### src/rtl/crd_pkg.sv
package crd_pkg;

    typedef enum logic [1:0] {
        RATE_FULL = 2'b00,
        RATE_RSVD = 2'b01,
        RATE_SLOW = 2'b10,
        RATE_DEEP = 2'b11
    } rate_t;

    localparam int CFG_W = 4;

    typedef struct packed {
        logic  rx_watch;
        logic  ret_en;
        rate_t mode;
    } cfg_t;

    function automatic int unsigned div_of(rate_t r, int unsigned full_d,
                                           int unsigned slow_d, int unsigned deep_d);
        case (r)
            RATE_SLOW: return slow_d;
            RATE_DEEP: return deep_d;
            default:   return full_d;
        endcase
    endfunction

endpackage

### src/rtl/crd_ctrl_reg.sv
module crd_ctrl_reg
    import crd_pkg::*;
(
    input  logic             clk,
    input  logic             rst,
    input  logic             we,
    input  logic [CFG_W-1:0] wdata,
    input  logic             wake,
    output cfg_t             cfg
);
    cfg_t cfg_q;

    always_ff @(posedge clk) begin
        if (rst) begin
            cfg_q <= '{rx_watch: 1'b0, ret_en: 1'b0, mode: RATE_FULL};
        end else begin
            if (we) cfg_q <= cfg_t'(wdata);
            if (wake && cfg_q.ret_en) cfg_q.mode <= RATE_FULL;
        end
    end

    assign cfg = cfg_q;

    assert_ret_clears_R6: assert property (@(posedge clk) disable iff (rst)
        (wake && cfg_q.ret_en) |=> (cfg_q.mode == RATE_FULL));

    assert_enable_kept_R8: assert property (@(posedge clk) disable iff (rst)
        (wake && !we) |=> $stable(cfg_q.ret_en));

    assert_disarmed_ignored_R9: assert property (@(posedge clk) disable iff (rst)
        (!cfg_q.ret_en && !we) |=> $stable(cfg_q.mode));
endmodule

### src/rtl/crd_wake_detect.sv
module crd_wake_detect #(
    parameter int IRQ_W = 2
) (
    input  logic             clk,
    input  logic             rst,
    input  logic [IRQ_W-1:0] irq,
    input  logic             rxd,
    input  logic             rx_watch,
    output logic             wake
);
    localparam int SYNC_N = 3;

    logic [SYNC_N-1:0] rx_pipe;
    logic              rx_fall;

    always_ff @(posedge clk) begin
        if (rst) rx_pipe <= '1;
        else     rx_pipe <= {rx_pipe[SYNC_N-2:0], rxd};
    end

    assign rx_fall = rx_watch && rx_pipe[SYNC_N-1] && !rx_pipe[SYNC_N-2];
    assign wake    = (|irq) || rx_fall;

    assert_rx_gated_R9: assert property (@(posedge clk) disable iff (rst)
        !rx_watch |-> !rx_fall);

    assert_rx_edge_only_R7: assert property (@(posedge clk) disable iff (rst)
        rx_fall |=> !rx_fall);
endmodule

### src/rtl/crd_cycle_counter.sv
module crd_cycle_counter
    import crd_pkg::*;
#(
    parameter int unsigned FULL_DIV = 4,
    parameter int unsigned SLOW_DIV = 64,
    parameter int unsigned DEEP_DIV = 256
) (
    input  logic  clk,
    input  logic  rst,
    input  rate_t req_rate,
    output logic  stb
);
    localparam int CNT_W = $clog2(DEEP_DIV);

    rate_t            act_rate;
    logic [CNT_W-1:0] cnt;
    logic [CNT_W-1:0] last;

    assign last = CNT_W'(div_of(act_rate, FULL_DIV, SLOW_DIV, DEEP_DIV) - 1);
    assign stb  = (cnt == last);

    always_ff @(posedge clk) begin
        if (rst) begin
            cnt      <= '0;
            act_rate <= RATE_FULL;
        end else if (stb) begin
            cnt      <= '0;
            act_rate <= req_rate;
        end else begin
            cnt      <= cnt + 1'b1;
        end
    end

    assert_boundary_only_R5: assert property (@(posedge clk) disable iff (rst)
        !stb |=> $stable(act_rate));

    assert_single_pulse_R2: assert property (@(posedge clk) disable iff (rst)
        stb |=> !stb);

    assert_count_in_range_R4: assert property (@(posedge clk) disable iff (rst)
        cnt <= last);
endmodule

### src/rtl/cycle_rate_divider.sv
module cycle_rate_divider
    import crd_pkg::*;
#(
    parameter int unsigned FULL_DIV = 4,
    parameter int unsigned SLOW_DIV = 64,
    parameter int unsigned DEEP_DIV = 256,
    parameter int          IRQ_W    = 2
) (
    input  logic             clk,
    input  logic             rst,
    input  logic             cfg_we,
    input  logic [CFG_W-1:0] cfg_wdata,
    input  logic [IRQ_W-1:0] ext_irq,
    input  logic             rxd,
    output logic             mcyc_stb,
    output logic [1:0]       cur_mode,
    output logic             ret_armed
);
    cfg_t cfg;
    logic wake;

    crd_wake_detect #(.IRQ_W(IRQ_W)) u_wake (
        .clk(clk), .rst(rst), .irq(ext_irq), .rxd(rxd),
        .rx_watch(cfg.rx_watch), .wake(wake)
    );

    crd_ctrl_reg u_ctrl (
        .clk(clk), .rst(rst), .we(cfg_we), .wdata(cfg_wdata),
        .wake(wake), .cfg(cfg)
    );

    crd_cycle_counter #(
        .FULL_DIV(FULL_DIV), .SLOW_DIV(SLOW_DIV), .DEEP_DIV(DEEP_DIV)
    ) u_cnt (
        .clk(clk), .rst(rst), .req_rate(cfg.mode), .stb(mcyc_stb)
    );

    assign cur_mode  = cfg.mode;
    assign ret_armed = cfg.ret_en;

    assert_reset_state_R1: assert property (@(posedge clk)
        $past(rst) |-> (cur_mode == 2'b00 && !ret_armed));
endmodule

### config.mk
export PLATFORM = sky130hd
export DESIGN_NAME = cycle_rate_divider
export DESIGN_NICKNAME = d
export VERILOG_FILES = /design/src/rtl/crd_pkg.sv /design/src/rtl/crd_ctrl_reg.sv /design/src/rtl/crd_wake_detect.sv /design/src/rtl/crd_cycle_counter.sv /design/src/rtl/cycle_rate_divider.sv
export SDC_FILE = /design/constraint.sdc
export NUM_CORES = 1
export LEC_CHECK = 0
export ABC_AREA = 1
export CAP_MARGIN = 25
export CORE_MARGIN = 2
export CORE_UTILIZATION = 40
export CTS_BUF_LIST = sky130_fd_sc_hd__clkbuf_4 sky130_fd_sc_hd__clkbuf_8 sky130_fd_sc_hd__clkbuf_16
export CTS_CLUSTER_SIZE = 8
export DETAILED_ROUTE_END_ITERATION = 16
export PLACE_DENSITY = 0.72
export SETUP_SLACK_MARGIN = 0.5
export SYNTH_ARGS = -nofsm -noshare
export SYNTH_HDL_FRONTEND = slang
export SYNTH_SLANG_ARGS = --single-unit
### constraint.sdc
create_clock -name clk -period 1.3 [get_ports clk]
set_clock_uncertainty 0.05 [all_clocks]
set_input_delay 0.26 -clock clk [delete_from_list [all_inputs] [get_ports clk]]
set_output_delay 0.26 -clock clk [all_outputs]
set_load 0.01 [all_outputs]
# ---- Word-level counts from Yosys, hierarchy flattened
# Cells that the tools add are included.
dict set report word_totals {
  register_bits 17
  input_bits 10
}
dict set report op_classes {
  n_reduce_logical 8
  muxes 1
  n_eq_ne 3
  addsub 2
}
# cell count
set op_table {}
lappend op_table {{$pmux 7 s2} 1}
lappend op_table {{$add 8x1->8 const B} 1}
lappend op_table {{$eq 8x8->1} 1}
lappend op_table {{$sub 8x1->8 const B} 1}
lappend op_table {{$reduce_or 2->1} 3}
lappend op_table {{$eq 2x2->1 const B} 2}
lappend op_table {{$logic_and 1x1->1} 3}
lappend op_table {{$logic_not 1->1} 1}
lappend op_table {{$logic_or 1x1->1} 1}

# ---- Logic depth before layout (Yosys ltp)
dict set report logic_depth {
  word_depth 5
  depth_mapped 7
}

# ---- Cells and area by module
# From an unflattened synthesis, not the netlist that was laid out.
dict set report unflattened {
  cells_unflattened 108
  area_unflattened_um2 782.0
}
# mod cells_per_inst n_inst area_per_inst_um2 seq_area_each_um2
set by_module_without_submodules {}
lappend by_module_without_submodules {crd_cycle_counter 78 1 541.8 200.2}
lappend by_module_without_submodules {crd_ctrl_reg 20 1 145.1 80.1}
lappend by_module_without_submodules {crd_wake_detect 10 1 95.1 60.1}

# ---- Worst setup path after synthesis
# No wires, ideal clock.
dict set report synth_path {
  path_type {register to output}
  from {register u_cnt.cnt[0]}
  to {output mcyc_stb}
  t_arrival_ns 0.980
  slack_ns 0.010
  required_time_ns 0.990
  stages_incl_launch_ff 6
  path_buffers 0
  cell_sequence {dfxtp_1 ha_1 nand2_1 nor2_2 nand2_2 inv_1}
}
dict set report synth_via {
  elab_chain_len 1
}
# element line
set synth_rtl {}
lappend synth_rtl {{start, declared} crd_cycle_counter.sv:16} ;# logic [CNT_W-1:0] cnt;
lappend synth_rtl {{start signal, assigned} crd_cycle_counter.sv:30} ;# cnt <= cnt + 1'b1;
lappend synth_rtl {{$eq 8x8->1} crd_cycle_counter.sv:20} ;# assign stb = (cnt == last);
lappend synth_rtl {{end, declared} cycle_rate_divider.sv:15} ;# output logic mcyc_stb,
# Every way passes these cells.

# ---- Final worst setup path
dict set report layout_path {
  from {register u_cnt.act_rate[1]}
  to {output mcyc_stb}
}
dict set report layout_via {
  elab_chain_len 4
}
# element line
set layout_rtl {}
lappend layout_rtl {{start, declared} crd_cycle_counter.sv:15} ;# rate_t act_rate;
lappend layout_rtl {{start signal, assigned} crd_cycle_counter.sv:28} ;# act_rate <= req_rate;
lappend layout_rtl {{$eq 2x2->1} crd_pkg.sv:20} ;# case (r)
lappend layout_rtl {{$pmux 7 s2 (*)} crd_pkg.sv:20}
lappend layout_rtl {{$sub 8x1->8 (*)} crd_cycle_counter.sv:19} ;# assign last = CNT_W'(div_of(act_rate, FULL_DIV, SLOW_DIV, DEEP_DIV) - 1);
lappend layout_rtl {{$eq 8x8->1 (*)} crd_cycle_counter.sv:20}
# Mark *: on every way between the ends. The rest lies on a longest branch, timed or not.

==> results.sh <==
export IMPL_coreArea_sq_um=1690
export IMPL_setup_ws_ps=-227
export IMPL_track_usage_pct=16.4
export IMPL_whs_endpoint="u_ctrl.cfg[1]$_SDFFE_PP0P_"
export IMPL_grt_pass1_vias=615
export IMPL_drtAntennaViolNets=0
export IMPL_met2_usage_pct=27.8
export IMPL_tightest_slew_ps=272
export IMPL_rsz0062_at_grt="true"
export IMPL_numCtsBuffers=3
export IMPL_max_freq_ghz=0.655
export IMPL_area_delta_synth_final_pct=64.5
export IMPL_drc=0
export IMPL_status="finished with violations"
export IMPL_wl_per_cell_microns=11.4
export IMPL_r2r_start="u_cnt.act_rate[1]$_SDFFE_PP0N_"
export IMPL_top_usage_layer="met2"
export IMPL_drt_first_pass_iters=4
export IMPL_synthesis_nets=103
export IMPL_antennaDiodeCount=0
export IMPL_r2r_end="u_cnt.cnt[1]$_SDFF_PP0_"
export IMPL_h_tree_depth=1
export IMPL_vias=709
export IMPL_hp_class="primary input to flip-flop"
export IMPL_num_rows=15
export IMPL_clock_sinks=17
export IMPL_synth_area_sq_um=702
export IMPL_arrival_ps=1220
export IMPL_finalSetupViolCount=10
export IMPL_synth_area_leaders="dfxtp_1, nor2_1, nand2_1"
export IMPL_grt_max_degree=10
export IMPL_grt_pass1_wl_mm=2.38
export IMPL_synth_flop_cell="dfxtp_1"
export IMPL_synth_top_area_share_pct=48.5
export IMPL_place_inst=135
export IMPL_finalMaxSlewViolations=0
export IMPL_ys_warn_count=0
export IMPL_numPortBuffers=13
export IMPL_vdd_drop_max_uv=632
export IMPL_cp_start_kind="flip-flop"
export IMPL_die_w_microns=45.9
export IMPL_synth_seq_cells=17
export IMPL_drive_gt1_share_pct=54.7
export IMPL_hold_depth=4
export IMPL_design_area_sq_um=1150
export IMPL_fin_nets=140
export IMPL_synth_largest_area_cell="dfxtp_1"
export IMPL_clock_latency_ps=300
export IMPL_period_share_pct=117
export IMPL_dieArea_sq_um=2110
export IMPL_antenna_found_initial=0
export IMPL_failed_checks="negative setup slack"
export IMPL_power_leakage_uw=0.000500
export IMPL_floorplan_initialDensity_pct=41.6
export IMPL_required_ps=990
export IMPL_cts_clk_slew_worst_paths_ps=100
export IMPL_holdWs_ps=307
export IMPL_max_clock_path_buffers=2
export IMPL_die_y_microns=45.9
export IMPL_drt_wl_total_mm=1.66
export IMPL_seq_area_frac_synth_pct=48.5
export IMPL_hpwl_mm=1.04
export IMPL_period_minus_slack_ps=1530
export IMPL_p_per_area_nw_per_um2=959
export IMPL_async_flop_share_pct=0
export IMPL_cap_violations=0
export IMPL_r2r_cells=10
export IMPL_synthCells=92
export IMPL_final_cells=145
export IMPL_viasPerCell=4.89
export IMPL_synth_edf_count=0
export IMPL_pre_cts_ws_ps=-324
export IMPL_gp_congestion=0.788
export IMPL_yosysMostFrequentCell="nor2_1"
export IMPL_fillerInstances=139
export IMPL_cts_root_buf="clkbuf_4"
export IMPL_synth_distinct_cells=17
export IMPL_yosys_top_cells_count="nor2_1, dfxtp_1, nand2_1, inv_1, a21oi_1"
export IMPL_cts_tree="yes"
export IMPL_worstSetupPathType="flip-flop to output pin"
export IMPL_power_uw=1110
export IMPL_overflow=0
export IMPL_rrSetupSlack_ps=-150
export IMPL_ios=14
export IMPL_first_iter_violations=14
export IMPL_hold_viol_final=0
export IMPL_grt_met3_usage_pct=7.14
export IMPL_slew_headroom_pct=81.9
export IMPL_hp_start="ext_irq[1]"
export IMPL_cp_end_kind="output pin"
export IMPL_use_met1_pct=18.2
export IMPL_dpl_cell_area_sq_um=987
export IMPL_avgSynthCellArea_sq_um=7.63
export IMPL_crit_fanout=5
cell type report:
class / count / area (sq um) / share of cell area, %
repair buffers: 32 / 284 / 24.6
well taps: 17 / 21.3 / 1.84
multi-input cells: 66 / 427 / 36.9
inverters: 9 / 33.8 / 2.93
flip-flops and latches: 17 / 359 / 31.1
clock buffers: 4 / 30.0 / 2.60
where the power goes:
part | total (uW) | switching [uW] | internal (uW)
registers | 576 | 23.8 | 552
clock network | 304 | 164 | 140
logic | 228 | 102 | 126
per-stage QoR:
step                setup TNS [ps]  util [%]
floorplan                        0         -
global placement              -302      58.4
detailed placement            -324      58.4
CTS                           -253      64.7
global route                 -2040      68.4
finish                       -1340      68.4
cells by family after synthesis:
logic type	Yosys count	synth area share [%]
AO/OA/AOI/OAI	14	10.3
XOR/XNOR	4	4.99
adder cells (fa/ha/maj)	1	1.78
buffers and inverters	9	4.81
flip-flops	17	48.5
AND/OR/NAND/NOR	47	29.6
per-layer routing:
metal  vias to the layer above  wire (microns)
met4                         0              15
met2                         8             900
met5                         -               0
met3                         2              50
met1                       336             691
li1                        363               -
layout by cell type, fill, tap and decap left out, drive strengths merged:
| cell | instances |
|---|---|
| a21oi | 7 |
| dfxtp | 17 |
| or2 | 4 |
| o31ai | 1 |
| ha | 1 |
| nor2 | 21 |
| buf | 23 |
| inv | 9 |
| nand3 | 3 |
| nand4 | 1 |
| o21ai | 6 |
| dlygate4sd2 | 4 |
| xor2 | 2 |
| clkbuf | 4 |
| xnor2 | 2 |
| clkdlybuf4s50 | 5 |
| nand2 | 18 |
how the worst max path moves through the flow:
stage | startpoint | to | slack [ps] | depth (start not counted)
floorplan | u_cnt.act_rate[1]$_SDFFE_PP0N_ | mcyc_stb | 140 | 6
global placement | u_cnt.act_rate[1]$_SDFFE_PP0N_ | mcyc_stb | -300 | 7
detailed placement | u_cnt.cnt[4]$_SDFF_PP0_ | mcyc_stb | -320 | 6
CTS | u_cnt.act_rate[1]$_SDFFE_PP0N_ | mcyc_stb | -230 | 7
global route | u_cnt.act_rate[1]$_SDFFE_PP0N_ | mcyc_stb | -290 | 7
finish | u_cnt.act_rate[1]$_SDFFE_PP0N_ | mcyc_stb | -230 | 7
critical path, stage by stage, from the launching register on:
cell and delay (ps):
dfxtp_4 390, inv_2 60, o21ai_2 60, nand2_2 80, nor2_4 110, nand2_2 70, inv_2 50, buf_6 90
flip-flops by register name, indices dropped and copies added (netlist names):
name / flops
u_cnt.cnt: 8
u_ctrl.cfg: 4
u_wake.rx_pipe: 3
u_cnt.act_rate: 2
what timing repair did:
action,in CTS,in global routing
resized for setup,42,18
setup buffers,4,2
setup endpoints to repair,21,17
pin swaps,8,6
cloned,0,0
hold buffers,0,0
(Power assumes the default switching activity.)
